## src/rtl/usbphy_seq_pkg.sv

```systemverilog
package usbphy_seq_pkg;

    localparam int unsigned RATIO_W = 5;

    typedef enum logic [4:0] {
        ST_IDLE, ST_IFEN, ST_CHECK, ST_POR, ST_REF, ST_HDIV, ST_HEN,
        ST_HREL, ST_PORREL, ST_ATE_ON, ST_ATE_OFF, ST_FSREL, ST_FSEN,
        ST_PHYREL, ST_HOSTREL, ST_WAIT, ST_DONE
    } seq_state_e;

    typedef struct packed {
        logic if_en;
        logic phy_por;
        logic hdiv_en;
        logic hdiv_rst_n;
        logic ate_rst;
        logic fs_rst_n;
        logic fs_en;
        logic phy_reset_n;
        logic host_reset_n;
    } ctl_pins_t;

    typedef struct packed {
        logic [1:0] code;
        logic       err;
    } refclk_cfg_t;

    // Round-up conversion of a frequency to cycles per interval (1/per_sec s).
    function automatic longint unsigned cycles_ceil(input longint unsigned hz,
                                                    input longint unsigned per_sec);
        return (hz + per_sec - 1) / per_sec;
    endfunction

    // Non-linear host divider choice from the I/O-to-130MHz ratio.
    function automatic logic [3:0] pick_host_div(input int unsigned n);
        if (n == 0)       return 4'd1;
        else if (n <= 4)  return 4'(n);
        else if (n == 5)  return 4'd4;
        else if (n <= 7)  return 4'd6;
        else if (n <= 11) return 4'd8;
        else              return 4'd12;
    endfunction

    function automatic refclk_cfg_t decode_refclk(input logic [6:0] mhz);
        refclk_cfg_t c;
        case (mhz)
            7'd12:   c = '{code: 2'd0, err: 1'b0};
            7'd24:   c = '{code: 2'd1, err: 1'b0};
            7'd48:   c = '{code: 2'd2, err: 1'b0};
            default: c = '{code: 2'd0, err: 1'b1};
        endcase
        return c;
    endfunction

endpackage

```

## src/rtl/usbphy_client_count.sv

```systemverilog
module usbphy_client_count #(
    parameter int unsigned W = 4
) (
    input  logic         clk,
    input  logic         rst,
    input  logic         start_req,
    input  logic         stop_req,
    output logic [W-1:0] count,
    output logic         launch
);
    localparam logic [W-1:0] CNT_MAX = '1;

    assign launch = start_req && !stop_req && (count == '0);

    always_ff @(posedge clk) begin
        if (rst) begin
            count <= '0;
        end else if (start_req && !stop_req && count != CNT_MAX) begin
            count <= count + 1'b1;
        end else if (stop_req && !start_req && count != '0) begin
            count <= count - 1'b1;
        end
    end
endmodule

```

## src/rtl/usbphy_wait_timer.sv

```systemverilog
module usbphy_wait_timer #(
    parameter int unsigned W = 16
) (
    input  logic         clk,
    input  logic         rst,
    input  logic         load,
    input  logic [W-1:0] load_val,
    output logic         zero
);
    logic [W-1:0] cnt;

    assign zero = (cnt == '0);

    always_ff @(posedge clk) begin
        if (rst)            cnt <= '0;
        else if (load)      cnt <= load_val;
        else if (cnt != '0) cnt <= cnt - 1'b1;
    end
endmodule

```

## src/rtl/usbphy_bringup_seq.sv

```systemverilog
module usbphy_bringup_seq
    import usbphy_seq_pkg::*;
#(
    parameter int unsigned IO_CLK_HZ  = 250_000_000,
    parameter int unsigned CLIENT_W   = 4,
    parameter int unsigned RATIO_W    = usbphy_seq_pkg::RATIO_W,
    parameter int unsigned DIV_SETTLE = 64
) (
    input  logic                clk,
    input  logic                rst,
    input  logic                start_req,
    input  logic                stop_req,
    input  logic [6:0]          ref_mhz,
    input  logic                ref_crystal,
    input  logic [RATIO_W-1:0]  io_ratio,
    output logic                if_en,
    output logic                ref_sel,
    output logic [1:0]          ref_div,
    output logic                rate_err,
    output logic [3:0]          host_div,
    output logic                hdiv_en,
    output logic                hdiv_rst_n,
    output logic                phy_por,
    output logic                ate_rst,
    output logic                fs_rst_n,
    output logic                fs_en,
    output logic                phy_reset_n,
    output logic                host_reset_n,
    output logic                busy,
    output logic                done,
    output logic [CLIENT_W-1:0] clients
);
    localparam longint unsigned MS_CYC   = cycles_ceil(64'(IO_CLK_HZ), 64'd1_000);
    localparam longint unsigned US_CYC   = cycles_ceil(64'(IO_CLK_HZ), 64'd1_000_000);
    localparam longint unsigned NS10_CYC = cycles_ceil(64'(IO_CLK_HZ), 64'd100_000_000);
    localparam longint unsigned NS20_CYC = cycles_ceil(64'(IO_CLK_HZ), 64'd50_000_000);
    localparam longint unsigned MAX_CYC  = (MS_CYC > 64'(DIV_SETTLE)) ? MS_CYC : 64'(DIV_SETTLE);
    localparam int unsigned     TW       = $clog2(MAX_CYC + 1);

    seq_state_e  state, ret_state;
    ctl_pins_t   pins;
    refclk_cfg_t ref_cfg;
    logic        launch, tmr_load, tmr_zero;
    logic [TW-1:0] tmr_val;

    usbphy_client_count #(.W(CLIENT_W)) u_count (
        .clk(clk), .rst(rst), .start_req(start_req), .stop_req(stop_req),
        .count(clients), .launch(launch)
    );

    usbphy_wait_timer #(.W(TW)) u_timer (
        .clk(clk), .rst(rst), .load(tmr_load), .load_val(tmr_val), .zero(tmr_zero)
    );

    assign ref_cfg = decode_refclk(ref_mhz);

    // Wait lengths, loaded as the action state hands over to ST_WAIT.
    always_comb begin
        tmr_load = 1'b1;
        case (state)
            ST_HREL:    tmr_val = TW'(DIV_SETTLE - 1);
            ST_PORREL:  tmr_val = TW'(MS_CYC - 1);
            ST_ATE_ON:  tmr_val = TW'(NS10_CYC - 1);
            ST_ATE_OFF: tmr_val = TW'(NS20_CYC - 1);
            ST_FSEN:    tmr_val = TW'(DIV_SETTLE - 1);
            ST_PHYREL:  tmr_val = TW'(US_CYC - 1);
            default: begin
                tmr_load = 1'b0;
                tmr_val  = '0;
            end
        endcase
    end

    always_ff @(posedge clk) begin
        if (rst) begin
            state     <= ST_IDLE;
            ret_state <= ST_IDLE;
            pins      <= '0;
            ref_sel   <= 1'b0;
            ref_div   <= 2'd0;
            rate_err  <= 1'b0;
            host_div  <= 4'd0;
        end else begin
            case (state)
                ST_IDLE, ST_DONE: if (launch) state <= ST_IFEN;
                ST_IFEN: begin
                    pins.if_en <= 1'b1;
                    state      <= ST_CHECK;
                end
                ST_CHECK: state <= pins.host_reset_n ? ST_DONE : ST_POR;
                ST_POR: begin
                    pins.phy_por      <= 1'b1;
                    pins.hdiv_en      <= 1'b0;
                    pins.hdiv_rst_n   <= 1'b0;
                    pins.fs_en        <= 1'b0;
                    pins.fs_rst_n     <= 1'b0;
                    pins.phy_reset_n  <= 1'b0;
                    pins.host_reset_n <= 1'b0;
                    state             <= ST_REF;
                end
                ST_REF: begin
                    ref_sel  <= !ref_crystal;
                    ref_div  <= ref_cfg.code;
                    rate_err <= ref_cfg.err;
                    state    <= ST_HDIV;
                end
                ST_HDIV: begin
                    host_div <= pick_host_div(int'(io_ratio));
                    state    <= ST_HEN;
                end
                ST_HEN: begin
                    pins.hdiv_en <= 1'b1;
                    state        <= ST_HREL;
                end
                ST_HREL: begin
                    pins.hdiv_rst_n <= 1'b1;
                    ret_state       <= ST_PORREL;
                    state           <= ST_WAIT;
                end
                ST_PORREL: begin
                    pins.phy_por <= 1'b0;
                    ret_state    <= ST_ATE_ON;
                    state        <= ST_WAIT;
                end
                ST_ATE_ON: begin
                    pins.ate_rst <= 1'b1;
                    ret_state    <= ST_ATE_OFF;
                    state        <= ST_WAIT;
                end
                ST_ATE_OFF: begin
                    pins.ate_rst <= 1'b0;
                    ret_state    <= ST_FSREL;
                    state        <= ST_WAIT;
                end
                ST_FSREL: begin
                    pins.fs_rst_n <= 1'b1;
                    state         <= ST_FSEN;
                end
                ST_FSEN: begin
                    pins.fs_en <= 1'b1;
                    ret_state  <= ST_PHYREL;
                    state      <= ST_WAIT;
                end
                ST_PHYREL: begin
                    pins.phy_reset_n <= 1'b1;
                    ret_state        <= ST_HOSTREL;
                    state            <= ST_WAIT;
                end
                ST_HOSTREL: begin
                    pins.host_reset_n <= 1'b1;
                    state             <= ST_DONE;
                end
                ST_WAIT: if (tmr_zero) state <= ret_state;
                default: state <= ST_IDLE;
            endcase
        end
    end

    assign if_en        = pins.if_en;
    assign phy_por      = pins.phy_por;
    assign hdiv_en      = pins.hdiv_en;
    assign hdiv_rst_n   = pins.hdiv_rst_n;
    assign ate_rst      = pins.ate_rst;
    assign fs_rst_n     = pins.fs_rst_n;
    assign fs_en        = pins.fs_en;
    assign phy_reset_n  = pins.phy_reset_n;
    assign host_reset_n = pins.host_reset_n;
    assign done         = (state == ST_DONE);
    assign busy         = (state != ST_IDLE) && (state != ST_DONE);
endmodule

```

## config.mk

```make
export PLATFORM = sky130hd
export DESIGN_NAME = usbphy_bringup_seq
export DESIGN_NICKNAME = d
export VERILOG_FILES = /design/src/rtl/usbphy_seq_pkg.sv /design/src/rtl/usbphy_client_count.sv /design/src/rtl/usbphy_wait_timer.sv /design/src/rtl/usbphy_bringup_seq.sv
export SDC_FILE = /design/constraint.sdc
export NUM_CORES = 1
export LEC_CHECK = 0
export BUFFER_PORTS_ARGS = -buffer_cell sky130_fd_sc_hd__buf_2
export CORE_MARGIN = 2
export CORE_UTILIZATION = 38
export CTS_CLUSTER_SIZE = 10
export DETAILED_ROUTE_END_ITERATION = 10
export SETUP_SLACK_MARGIN = 0.02
export SKIP_LAST_GASP = 1
export SYNTH_ARGS = -nofsm -noshare
export SYNTH_HDL_FRONTEND = slang
export SYNTH_HIERARCHICAL = 1
export SYNTH_SLANG_ARGS = --single-unit
```

## constraint.sdc

```tcl
create_clock -name clk -period 4.5 [get_ports clk]
set_clock_uncertainty 0.15 [all_clocks]
set_input_delay 0.9 -clock clk [delete_from_list [all_inputs] [get_ports clk]]
set_output_delay 0.9 -clock clk [all_outputs]
set_load 0.03 [all_outputs]
```

==> impl_metrics.env <==
export IMPL_outcome="complete, no violations"
export IMPL_reg2reg_depth=7
export IMPL_crit_required_ns=3.45
export IMPL_grt_total_usage=0.169
export IMPL_routabilityCongestion=0.784
export IMPL_synth_cells=332
export IMPL_async_flop_share=0
export IMPL_yosysSeqAreaShare=0.360
export IMPL_synth_edff_count=0
export IMPL_cts_buffer_depth=2
export IMPL_grt_overflow=0
export IMPL_top_level_ports=40
export IMPL_synth_simple_area_share=0.284
export IMPL_start_kind="flop"
export IMPL_antenna_left=0
export IMPL_fin_crit_ns=3.03
export IMPL_dr_total_vias=2431
export IMPL_totalWireLength_um=6130
export IMPL_synth_main_ff_cell="dfxtp_1"
export IMPL_grt_pass1_wl_um=10400
export IMPL_dieArea_um2=7710
export IMPL_drt_iter0_drc=178
export IMPL_yosysMostFrequentCell="dfxtp_1"
export IMPL_rsz0062_at_grt="false"
export IMPL_die_w_um=87.8
export IMPL_cp_end_kind="primary output"
export IMPL_routedWlPerCell_um=13.3
export IMPL_drt_first_pass_iters=4
export IMPL_syn_area_um2=2670
export IMPL_setup_tns_ns=0
export IMPL_synth_top_family_by_area="simple AND/OR/NAND/NOR gates"
export IMPL_worst_slew_pin_slew_ns=0.824
export IMPL_clkTransAtPathRegs_ns=0.08
export IMPL_post_cts_resize_count=0
export IMPL_syn2layout_area_growth_pct=12.2
export IMPL_ir_worst_vdd_v=0.000171
export IMPL_die_h_um=87.8
export IMPL_synth_compound_gate_area_share=0.227
export IMPL_antenna_found_initial=0
export IMPL_route_detailed_drc=0
export IMPL_yosysWarnings=6
export IMPL_synth_largest_area_cell="dfxtp_1"
export IMPL_ys_ff_latch=48
export IMPL_diodes=0
export IMPL_core_area_um2=6790
export IMPL_syn_area_per_cell_um2=8.04
export IMPL_finalCritPeriodShare=0.672
export IMPL_p_leak_uw=0.00114
export IMPL_criticalPathCategory="flop to primary output"
export IMPL_std_cell_rows=30
export IMPL_io_buffers=39
export IMPL_fin_nets=385
export IMPL_cts_sinks=48
export IMPL_dp_hpwl_um=4190
export IMPL_holdCritPathClass="flop to flop"
export IMPL_cts_tree="yes"
export IMPL_setup_viol=0
export IMPL_ys_top_cells_by_count="dfxtp_1 (48), a21oi_1 (35), nand2_1 (33), nor2_1 (28), o21ai_0 (18)"
export IMPL_timing_fmax_mhz=330
export IMPL_htree_num_levels=2
export IMPL_initial_core_util=0.393
export IMPL_cts_hold_buf=0
export IMPL_holdPathStages=2
export IMPL_drive_above_1_share=0.181
export IMPL_synth_adder_area_share=0.0216
export IMPL_finalMaxSlewViolations=0
export IMPL_via_per_inst=5.28
export IMPL_muxShareOfSynthArea=0.0173
export IMPL_clk_latency_ns=0.31
export IMPL_fillCellCount=708
export IMPL_critPathMaxFanout=26
export IMPL_worstPathArrival_ns=1.98
export IMPL_post_cts_buffers=0
export IMPL_grt_pass1_vias=2132
export IMPL_netlist_cell_type_count=69
export IMPL_final_cell_area_um2=3000
export IMPL_hold_viol_final=0
export IMPL_synth_area_leaders="dfxtp_1 (36%), a21oi_1 (6.6%), nand2_1 (4.6%), nor2_1 (3.9%), o21ai_0 (3.4%)"
export IMPL_grt_max_degree=45
export IMPL_synth_top_cell_area_share=0.360
export IMPL_maxCapViolCount=0
export IMPL_synth_xor_area_frac=0.0426
export IMPL_cts_root_buf="clkbuf_8"
export IMPL_powerDensity_nw_per_um2=442
export IMPL_cts_made_buffers=5
export IMPL_slew_headroom=0.451
export IMPL_place_area_um2=2920
[layout by cell type (no fill, tap or decap), types with 4 or more instances in the layout]
master,Yosys,final
nand3_1,5,5
nor4_1,7,7
xnor2_1,10,10
a21o_1,5,5
nor2b_1,8,8
a211oi_1,6,6
buf_2,3,39
or2_2,4,4
dfxtp_1,48,48
nor3_1,15,15
a21oi_1,35,35
nor2_1,28,28
nand2b_1,8,8
or3_1,9,9
inv_1,9,9
clkbuf_8,0,5
conb_1,1,5
o21ai_0,18,18
nand2_1,33,33
[cell type report]
type	count	area (µm²)	share of cell area
timing repair buffer	40	203	0.0677
sequential	48	961	0.321
clock inverter	1	5.00	0.00167
inverter	9	33.8	0.0113
multi-input combinational	260	1600	0.534
clock buffer	6	72.6	0.0242
tap	96	120	0.0401
[worst max-delay path, cell delays in order (launching register included)]
cell and delay [ns]:
dfxtp_1 0.56, or4_1 0.75, nor2_1 0.14, buf_2 0.21
[final timing paths]
path	start	to	slack (ns)
worst min-delay path	host_div[1]	host_div[1]	0.30
worst max register to register	state[2]	u_timer/cnt[15]	1.75
worst min register to register	host_div[1]	host_div[1]	0.30
worst max-delay path	state[2]	done	1.47
[state kept, by name, indices dropped and copies added, names as in the netlist, 2 cells and up]
| signal | flops |
|---|---|
| u_count/count | 4 |
| ret_state | 4 |
| ref_div | 2 |
| u_timer/cnt | 18 |
| state | 5 |
| host_div | 4 |
[per-layer routing]
metal,part of all wire,vias to the layer above,track usage
met1,0.51,1119,0.236
met3,0.045,6,0.0386
met2,0.43,53,0.251
met4,0.016,0,0.0657
met5,0,-,0
li1,-,1253,-
[cells by family after synthesis]
| group | count (synthesis) |
|---|---|
| and+or+nand+nor | 140 |
| muxes | 4 |
| AOI/OAI and AO/OA | 94 |
| DFF | 48 |
| adders and majority gates | 4 |
| buffers and inverters | 28 |
| other | 1 |
| xor gates and xnor gates | 13 |
[metrics by stage]
step | utilization | cells | power, µW | worst slack [ns] | hold WS [ns]
3_5_place_dp | 0.429 | 453 | 1080 | 1.47 | 0.292
2_1_floorplan | - | 336 | 990 | 1.68 | 0.310
3_3_place_gp | 0.429 | 453 | 1070 | 1.53 | 0.293
6_report | 0.441 | 460 | 1320 | 1.47 | 0.303
5_1_grt | 0.441 | 460 | 1420 | 1.38 | 0.326
4_1_cts | 0.441 | 460 | 1330 | 1.49 | 0.312
[where the power goes]
group | internal (µW) | total (µW) | leakage (µW) | switching, µW
Clock | 106 | 250 | 0.0000410 | 144
Combinational | 238 | 514 | 0.000706 | 276
Sequential | 483 | 559 | 0.000390 | 76.3
Note: power is estimated with default switching activity, not from simulation.
